--- src/rtl/irq_tree_pkg.sv ---
package irq_tree_pkg;
  localparam int REG_W = 16;

  localparam logic [1:0] DEV_OFS_STAT = 2'd0;
  localparam logic [1:0] DEV_OFS_AMSK = 2'd1;
  localparam logic [1:0] DEV_OFS_EMSK = 2'd2;
  localparam logic [1:0] HUB_OFS_AEN  = 2'd0;
  localparam logic [1:0] HUB_OFS_EEN  = 2'd1;
  localparam logic [1:0] HUB_OFS_LOOP = 2'd2;
  localparam logic [1:0] HUB_OFS_ORIG = 2'd3;

  localparam int ORIG_ERR_LSB = REG_W / 2;

  // Next value of a sticky row: clear the acknowledged bits, new events win.
  function automatic logic [REG_W-1:0] sticky_next(
    input logic [REG_W-1:0] cur,
    input logic [REG_W-1:0] ack,
    input logic [REG_W-1:0] evt
  );
    return (cur & ~ack) | evt;
  endfunction

  // Masked OR reduction shared by both levels of the tree.
  function automatic logic masked_any(
    input logic [REG_W-1:0] vec,
    input logic [REG_W-1:0] msk
  );
    return |(vec & msk);
  endfunction
endpackage

--- src/rtl/irq_dev_node.sv ---
module irq_dev_node
  import irq_tree_pkg::*;
#(
  parameter int N_SRC = 8
) (
  input  logic             clk,
  input  logic             rst_n,
  input  logic [N_SRC-1:0] evt,
  input  logic             wr_stat,
  input  logic             wr_amsk,
  input  logic             wr_emsk,
  input  logic [N_SRC-1:0] wdata,
  output logic [N_SRC-1:0] stat,
  output logic [N_SRC-1:0] amsk,
  output logic [N_SRC-1:0] emsk,
  output logic             dev_asmi,
  output logic             dev_err
);
  logic [N_SRC-1:0] ack;

  assign ack = wr_stat ? wdata : '0;

  always_ff @(posedge clk) begin
    if (!rst_n) begin
      stat <= '0;
      amsk <= '0;
      emsk <= '0;
    end else begin
      stat <= N_SRC'(sticky_next(REG_W'(stat), REG_W'(ack), REG_W'(evt)));
      if (wr_amsk) amsk <= wdata;
      if (wr_emsk) emsk <= wdata;
    end
  end

  assign dev_asmi = masked_any(REG_W'(stat), REG_W'(amsk));
  assign dev_err  = masked_any(REG_W'(stat), REG_W'(emsk));
endmodule

--- src/rtl/irq_err_remap.sv ---
module irq_err_remap (
  input  logic clk,
  input  logic rst_n,
  input  logic wr_sel,
  input  logic wbit,
  input  logic chip_err,
  output logic loop_en,
  output logic loop_asmi
);
  always_ff @(posedge clk) begin
    if (!rst_n)      loop_en <= 1'b0;
    else if (wr_sel) loop_en <= wbit;
  end

  assign loop_asmi = loop_en & chip_err;
endmodule

--- src/rtl/irq_hub.sv ---
module irq_hub
  import irq_tree_pkg::*;
#(
  parameter int N_DEV = 6
) (
  input  logic             clk,
  input  logic             rst_n,
  input  logic [N_DEV-1:0] dev_asmi,
  input  logic [N_DEV-1:0] dev_err,
  input  logic             loop_asmi,
  input  logic             wr_aen,
  input  logic             wr_een,
  input  logic [REG_W-1:0] wdata,
  output logic [N_DEV:0]   aen,
  output logic [N_DEV-1:0] een,
  output logic [N_DEV:0]   asmi_lines,
  output logic [N_DEV-1:0] err_lines,
  output logic [REG_W-1:0] origin,
  output logic             chip_asmi,
  output logic             chip_err
);
  always_ff @(posedge clk) begin
    if (!rst_n) begin
      aen <= '0;
      een <= '0;
    end else begin
      if (wr_aen) aen <= wdata[N_DEV:0];
      if (wr_een) een <= wdata[N_DEV-1:0];
    end
  end

  // Slot N_DEV of the interrupt side carries the looped-back error.
  assign asmi_lines = {loop_asmi, dev_asmi};
  assign err_lines  = dev_err;

  assign chip_asmi = masked_any(REG_W'(asmi_lines), REG_W'(aen));
  assign chip_err  = masked_any(REG_W'(err_lines), REG_W'(een));

  always_comb begin
    origin = '0;
    origin[N_DEV:0] = asmi_lines;
    origin[ORIG_ERR_LSB +: N_DEV] = err_lines;
  end
endmodule

--- src/rtl/mgmt_irq_tree.sv ---
module mgmt_irq_tree
  import irq_tree_pkg::*;
#(
  parameter int N_DEV  = 6,   // at most 7 so the origin register fits
  parameter int N_SRC  = 8,
  parameter int ADDR_W = 5    // must cover 4*(N_DEV+1) addresses
) (
  input  logic                   clk,
  input  logic                   rst_n,
  input  logic [N_DEV*N_SRC-1:0] src_evt,
  input  logic                   wr_en,
  input  logic [ADDR_W-1:0]      wr_addr,
  input  logic [REG_W-1:0]       wr_data,
  input  logic [ADDR_W-1:0]      rd_addr,
  output logic [REG_W-1:0]       rd_data,
  output logic                   chip_asmi,
  output logic                   chip_err
);
  localparam int BLK_W = ADDR_W - 2;
  localparam int HUB_BLK = N_DEV;

  logic [BLK_W-1:0] wr_blk, rd_blk;
  logic [1:0]       wr_ofs, rd_ofs;

  logic [N_SRC-1:0] stat_a [N_DEV];
  logic [N_SRC-1:0] amsk_a [N_DEV];
  logic [N_SRC-1:0] emsk_a [N_DEV];
  logic [N_DEV-1:0] dev_asmi_v, dev_err_v;
  logic [N_DEV*N_SRC-1:0] sticky_flat;

  logic             hub_sel;
  logic [N_DEV:0]   hub_aen;
  logic [N_DEV-1:0] hub_een;
  logic [N_DEV:0]   asmi_lines;
  logic [N_DEV-1:0] err_lines;
  logic [REG_W-1:0] origin;
  logic             loop_en, loop_asmi;

  assign wr_blk = wr_addr[ADDR_W-1:2];
  assign wr_ofs = wr_addr[1:0];
  assign rd_blk = rd_addr[ADDR_W-1:2];
  assign rd_ofs = rd_addr[1:0];
  assign hub_sel = wr_en && (int'(wr_blk) == HUB_BLK);

  for (genvar d = 0; d < N_DEV; d++) begin : g_dev
    logic sel;
    assign sel = wr_en && (int'(wr_blk) == d);

    irq_dev_node #(.N_SRC(N_SRC)) u_node (
      .clk      (clk),
      .rst_n    (rst_n),
      .evt      (src_evt[d*N_SRC +: N_SRC]),
      .wr_stat  (sel && (wr_ofs == DEV_OFS_STAT)),
      .wr_amsk  (sel && (wr_ofs == DEV_OFS_AMSK)),
      .wr_emsk  (sel && (wr_ofs == DEV_OFS_EMSK)),
      .wdata    (wr_data[N_SRC-1:0]),
      .stat     (stat_a[d]),
      .amsk     (amsk_a[d]),
      .emsk     (emsk_a[d]),
      .dev_asmi (dev_asmi_v[d]),
      .dev_err  (dev_err_v[d])
    );

    assign sticky_flat[d*N_SRC +: N_SRC] = stat_a[d];
  end

  irq_hub #(.N_DEV(N_DEV)) u_hub (
    .clk        (clk),
    .rst_n      (rst_n),
    .dev_asmi   (dev_asmi_v),
    .dev_err    (dev_err_v),
    .loop_asmi  (loop_asmi),
    .wr_aen     (hub_sel && (wr_ofs == HUB_OFS_AEN)),
    .wr_een     (hub_sel && (wr_ofs == HUB_OFS_EEN)),
    .wdata      (wr_data),
    .aen        (hub_aen),
    .een        (hub_een),
    .asmi_lines (asmi_lines),
    .err_lines  (err_lines),
    .origin     (origin),
    .chip_asmi  (chip_asmi),
    .chip_err   (chip_err)
  );

  irq_err_remap u_remap (
    .clk       (clk),
    .rst_n     (rst_n),
    .wr_sel    (hub_sel && (wr_ofs == HUB_OFS_LOOP)),
    .wbit      (wr_data[0]),
    .chip_err  (chip_err),
    .loop_en   (loop_en),
    .loop_asmi (loop_asmi)
  );

  always_comb begin
    rd_data = '0;
    for (int d = 0; d < N_DEV; d++) begin
      if (int'(rd_blk) == d) begin
        case (rd_ofs)
          DEV_OFS_STAT: rd_data = REG_W'(stat_a[d]);
          DEV_OFS_AMSK: rd_data = REG_W'(amsk_a[d]);
          DEV_OFS_EMSK: rd_data = REG_W'(emsk_a[d]);
          default:      rd_data = '0;
        endcase
      end
    end
    if (int'(rd_blk) == HUB_BLK) begin
      case (rd_ofs)
        HUB_OFS_AEN:  rd_data = REG_W'(hub_aen);
        HUB_OFS_EEN:  rd_data = REG_W'(hub_een);
        HUB_OFS_LOOP: rd_data = REG_W'(loop_en);
        default:      rd_data = origin;
      endcase
    end
  end
endmodule

--- config.mk ---
export PLATFORM = sky130hd
export DESIGN_NAME = mgmt_irq_tree
export DESIGN_NICKNAME = d
export VERILOG_FILES = /design/src/rtl/irq_tree_pkg.sv /design/src/rtl/irq_dev_node.sv /design/src/rtl/irq_err_remap.sv /design/src/rtl/irq_hub.sv /design/src/rtl/mgmt_irq_tree.sv
export SDC_FILE = /design/constraint.sdc
export NUM_CORES = 1
export LEC_CHECK = 0
export BUFFER_PORTS_ARGS = -buffer_cell sky130_fd_sc_hd__clkbuf_2
export CORE_UTILIZATION = 50
export CTS_CLUSTER_SIZE = 14
export DETAILED_ROUTE_END_ITERATION = 16
export GPL_ROUTABILITY_DRIVEN = 0
export PLACE_DENSITY = 0.7
export SYNTH_ARGS = -nofsm -noshare
export SYNTH_HDL_FRONTEND = slang
export SYNTH_SLANG_ARGS = --single-unit
--- constraint.sdc ---
create_clock -name clk -period 1.75 [get_ports clk]
set_input_delay 0.0875 -clock clk [delete_from_list [all_inputs] [get_ports clk]]
set_output_delay 0.0875 -clock clk [all_outputs]
set_load 0.01 [all_outputs]
# Yosys cells after proc, flatten, opt, wreduce, memory -nomap -nowiden
# Index checks and enable logic that the tools add are counted.
[word_totals]
input_bits = 77
word_cells = 136
regBits = 158
[classes]
n_bitwise = 33
reduce_logical = 46
eq_ne = 16
n_mux = 20
[ops]
columns = ["op", "count"]
rows = [
  ["16-bit OR reduction", 14],
  ["8-bit bitwise AND", 18],
  ["8-bit one-hot mux with 3 select lines", 6],
  ["16-bit 2-to-1 mux", 6],
  ["8-bit 2-to-1 mux", 7],
  ["8-bit inverter", 6],
  ["8-bit OR", 6],
  ["14-bit one-hot mux with 3 select lines", 1],
  ["1-bit logical AND", 28],
  ["3-bit == test (second input constant)", 8],
  ["3-bit by 2-bit == test with 1-bit output (second input constant)", 4],
  ["7-bit bitwise AND", 1],
  ["6-bit bitwise AND", 1],
  ["3-bit zero test", 2],
  ["2-bit by 1-bit == test with 1-bit output (second input constant)", 2],
  ["2-bit == test (second input constant)", 2],
  ["2-bit zero test", 2],
  ["1-bit bitwise AND", 1],
]

# Depth between registers and ports, before layout
[depth]
word_depth = 9
depth_mapped = 8

# Hierarchy
# A second synthesis with hierarchy kept.
[unflattened]
cells_unflattened = 894
hier_area_um2 = 8638.3
[modules_own_cells]
columns = ["module", "seq_area_each_um2", "cells_per_inst", "area_each_um2", "instances"]
rows = [
  ["irq_dev_node", 480.5, 86, 968.4, 6],
  ["mgmt_irq_tree", 0.0, 294, 2010.7, 1],
  ["irq_hub", 260.2, 80, 774.5, 1],
  ["irq_err_remap", 20.0, 4, 42.5, 1],
]

# Worst setup path after synthesis
# No wires, ideal clock.
[synth_timing]
kind = "flip-flop to output port"
from = "register g_dev[1].u_node.stat[6]"
to = "output port chip_asmi"
t_required_ns = 1.662
path_slack_ns = 0.045
arrival_time_ns = 1.618
n_path_buf = 0
path_stages_with_launch = 6
path_cell_list = "dfxtp_1 -> a22o_1 -> o41ai_1 -> o2111ai_1 -> a221o_1 -> a31o_1"
[synth_via]
elab_chain_len = 7
word_cells_on_any_way = 9
classes_between = "bitwise (5); reduce/logical (4)"
[synth_rtl]
columns = ["element", "line_no", "rtl"]
rows = [
  ["from (decl)", "irq_dev_node.sv:13", "output logic [N_SRC-1:0] stat,"],
  ["from (signal assigned)", "irq_dev_node.sv:29", "stat <= N_SRC'(sticky_next(REG_W'(stat), REG_W'(ack), REG_W'(evt)));"],
  ["8-bit bitwise AND", "irq_tree_pkg.sv:28", "return |(vec & msk);"],
  ["16-bit OR reduction", "irq_tree_pkg.sv:28", ""],
  ["6-bit bitwise AND", "irq_tree_pkg.sv:28", ""],
  ["16-bit OR reduction", "irq_tree_pkg.sv:28", ""],
  ["via chip_err", "mgmt_irq_tree.sv:17", "output logic chip_err"],
  ["1-bit bitwise AND", "irq_err_remap.sv:15", "assign loop_asmi = loop_en & chip_err;"],
  ["7-bit bitwise AND", "irq_tree_pkg.sv:28", ""],
  ["16-bit OR reduction", "irq_tree_pkg.sv:28", ""],
  ["to (decl)", "mgmt_irq_tree.sv:16", "output logic chip_asmi,"],
]
# The timed path passes the listed nets, and every way through them passes these cells.

# Worst setup path after layout
[layout_timing]
from = "register g_dev[3].u_node.emsk[6]"
to = "output port chip_asmi"
[layout_via]
elab_chain_len = 7
[layout_rtl]
columns = ["element", "line_no", "rtl"]
rows = [
  ["from (decl)", "irq_dev_node.sv:15", "output logic [N_SRC-1:0] emsk,"],
  ["from (signal assigned)", "irq_dev_node.sv:31", "if (wr_emsk) emsk <= wdata;"],
  ["8-bit bitwise AND", "irq_tree_pkg.sv:28", ""],
  ["16-bit OR reduction", "irq_tree_pkg.sv:28", ""],
  ["6-bit bitwise AND", "irq_tree_pkg.sv:28", ""],
  ["16-bit OR reduction", "irq_tree_pkg.sv:28", ""],
  ["1-bit bitwise AND", "irq_err_remap.sv:15", ""],
  ["7-bit bitwise AND", "irq_tree_pkg.sv:28", ""],
  ["16-bit OR reduction", "irq_tree_pkg.sv:28", ""],
]
# No other way between the ends.

==> metrics.md <==
| Metric | Value |
|---|---|
| Worst-skew pair later-pin latency | 0.43 ns |
| Clk pin slew, worst setup/hold paths | 0.06 ns |
| Startpoint Class | flip-flop |
| Max IR drop VDD | 0.000809 V |
| FF/Latch Area | 3180 um2 |
| Slew Limit Headroom | 57.3% |
| Vias per inst | 6.05 |
| P_leak | 0.00440 uW |
| Failing checks | setup timing |
| Seq/Total Area, Yosys | 37.9% |
| Commonest cells after routing, fill and taps aside | dfxtp_1, buf_4, a21boi_0, clkbuf_2, nand2_1 |
| CP max FO | 3 |
| Fin crit share | 140% |
| DRC Markers | 0 |
| FFs w/ async S/R, synth | 0% |
| Worst min-delay path class | input port to flip-flop |
| Fin cells | 1,363 |
| Pre-Repair DR Iteration Count | 6 |
| Post-Syn Instances | 930 |
| CP endpoint kind | primary output |
| Post-synth EDFFs | 0 |
| Placed Area | 9730 um2 |
| Detail Route Antenna Nets | 0 |
| Synth area leader | dfxtp_1 |
| I/O Buffers | 84 |
| Most common cell after layout, fill and taps aside | dfxtp_1 |
| Most used DFF post-synth | dfxtp_1 |
| F_max | 407 MHz |
| Worst EP arrival | 2.37 ns |
| # IOs | 95 |
| Vias in the first global route | 8,121 |
| # fillers | 1,224 |
| Post-route setup slack | -0.706 ns |
| Post-Syn Area | 8350 um2 |
| Total of max-cap violations | 0 |
| Clock Skews | 0 ns |
| Setup Viol. Count Final | 10 |
| Setup slack, reg-to-reg | 0.74 ns |
| Yosys warning count | 0 |
| Grt ovf | 0 |
| DR vias | 8,249 |
| Initial antenna violation count | 0 |
| Flops & latches, synth | 158 |
| Maximum buffer depth of the clock tree | 2 |
| Outcome | complete, but fails checks |
| Top cells by area, synth | dfxtp_1, a21boi_0, mux2i_1, nor2b_1, a22oi_1 |
| Syn avg cell area | 8.98 um2 |
| Final min period | 2.46 ns |
| Area grow syn2layout | 34.7% |
| Place WS | -0.374 ns |
| Final Max Tran Viols | 0 |
| Pin count of the biggest net entering global routing | 69 |
| Post-synth top area share | 37.9% |
| Global-route wire length before repair | 44.1 mm |
| Layout net count | 1,214 |
| Synth cell types | 53 |
| Hold WS | 0.0371 ns |
| Rows | 46 |
| Clock Sinks | 158 |
| CTS H-tree depth | 4 |
| CTS tree | built |
| Wirelength per Cell | 20.6 um |
| Final core occ | 69.8% |
| Crit Path Class | flip-flop to primary output |
| Die height | 131 um |
| Multi-input logic area | 5150 um2 |
| Worst Max-Slew Pin Slew | 0.640 ns |
| Antenna Cells | 0 |
| Hold Fails Final Rpt | 0 |
| Layout cells sized above 1 | 30.4% |
| Die area | 17,200 um2 |
| Detailed Route WL | 28.1 mm |
| Placed cell count | 1,280 |
| Root Buffer | clkbuf_16 |
| DIE WIDTH | 131 um |
| DP HPWL | 19.0 mm |
| Tot GR Track Use | 32.8% |
| RSZ-0062 raised after global routing | yes |
| Initial core utilization | 51.8% |
| Cts bufs inserted | 17 |
| Core area | 16,100 um2 |
| Cell area after layout | 11,300 um2 |
| DRT iter0 DRCs | 762 |
| Power Dens Cells | 807 nW/um2 |
| Worst endpoint required time | 1.66 ns |
stage by stage:
stage / total power (uW) / setup TNS (ns)
after floorplan: 4420 / 0
after global placement: 4880 / -2.08
after detailed placement: 4900 / -2.20
after CTS: 9020 / -4.60
after global routing: 9330 / -4.99
final: 9080 / -4.64
logic make-up (layout without fill, tap and decap cells):
| family | Yosys count | in the layout | share of synthesized area [%] |
|---|---|---|---|
| AOI/OAI and AO/OA | 309 | 309 | 27.0 |
| buffers and inverters | 83 | 299 | 4.37 |
| DFF | 158 | 158 | 37.9 |
| muxes | 102 | 102 | 12.9 |
| other | 1 | 2 | 0.0449 |
| and+or+nand+nor | 277 | 277 | 17.9 |
report_power, final:
group	switching, uW	total (uW)	internal, uW
Clock	1500	4050	2550
Combinational	645	1240	593
Sequential	93.0	3790	3700
Total	2240	9080	6840
sequential cells by signal, indices dropped and copies added (netlist names):
signal	count
g_dev.u_node.amsk	48
g_dev.u_node.emsk	48
g_dev.u_node.stat	48
u_hub.aen	7
u_hub.een	6
u_remap.loop_en	1
path summary, 6_finish.rpt:
check	from	to	depth (start not counted)
max	g_dev[3].u_node.emsk[6]	chip_asmi	7
min	rst_n	g_dev[0].u_node.stat[0]	2
max reg2reg	g_dev[4].u_node.stat[0]	g_dev[4].u_node.stat[0]	4
min reg2reg	g_dev[2].u_node.amsk[4]	g_dev[2].u_node.amsk[4]	2
layer usage:
metal	track usage, %	routed length [um]	up-vias
met5	0	0	-
met4	12.2	766	0
met3	6.33	2080	64
met2	53.9	13200	377
met1	42.4	12000	3974
li1	-	-	3834
cell usage after synthesis, types with 2 or more instances:
cell type / number
nand3b_1: 3
nand4_1: 8
o21a_1: 48
buf_2: 16
a221oi_1: 14
nor2_1: 22
a21boi_0: 100
a311oi_1: 3
nor3_1: 8
nand2_1: 73
mux2_2: 32
o22ai_1: 18
buf_1: 3
buf_4: 9
nor2b_1: 67
o211ai_1: 6
a22oi_1: 53
dfxtp_1: 158
a21oi_1: 7
o41ai_1: 3
and3_1: 5
nor2b_2: 2
inv_1: 5
nor3_4: 3
nand3_1: 59
nor2_4: 2
a31oi_1: 8
or3_1: 2
nor2_2: 4
a21boi_1: 3
nand2b_1: 7
o21ai_0: 27
clkbuf_1: 50
nor3b_2: 2
nor4_1: 3
mux2i_1: 69
a22o_1: 12
worst max-delay path, cell delays in order, from the launching register on:
cell       delay, ns
dfxtp_2         0.32
a22o_1          0.27
o41ai_2         0.42
buf_4           0.20
o2111ai_4       0.09
a221o_1         0.31
a31o_1          0.22
clkbuf_2        0.12
final cells by class:
cell class / instances / share of cell area, %
multi-input cells: 690 / 45.8
flip-flops and latches: 158 / 28.3
repair buffers: 265 / 17.7
clock buffers: 19 / 3.94
well taps: 216 / 2.40
clock inverters: 10 / 1.69
inverters: 5 / 0.167
repair_timing:
action | in CTS | in global routing
setup buffers | 4 | 2
setup endpoints to repair | 11 | 16
pin swaps | 18 | 25
endpoints found under the hold margin | 48 | 0
gates resized for setup | 44 | 36
hold buffers | 48 | 0
Note: power is estimated with default switching activity, not from simulation.
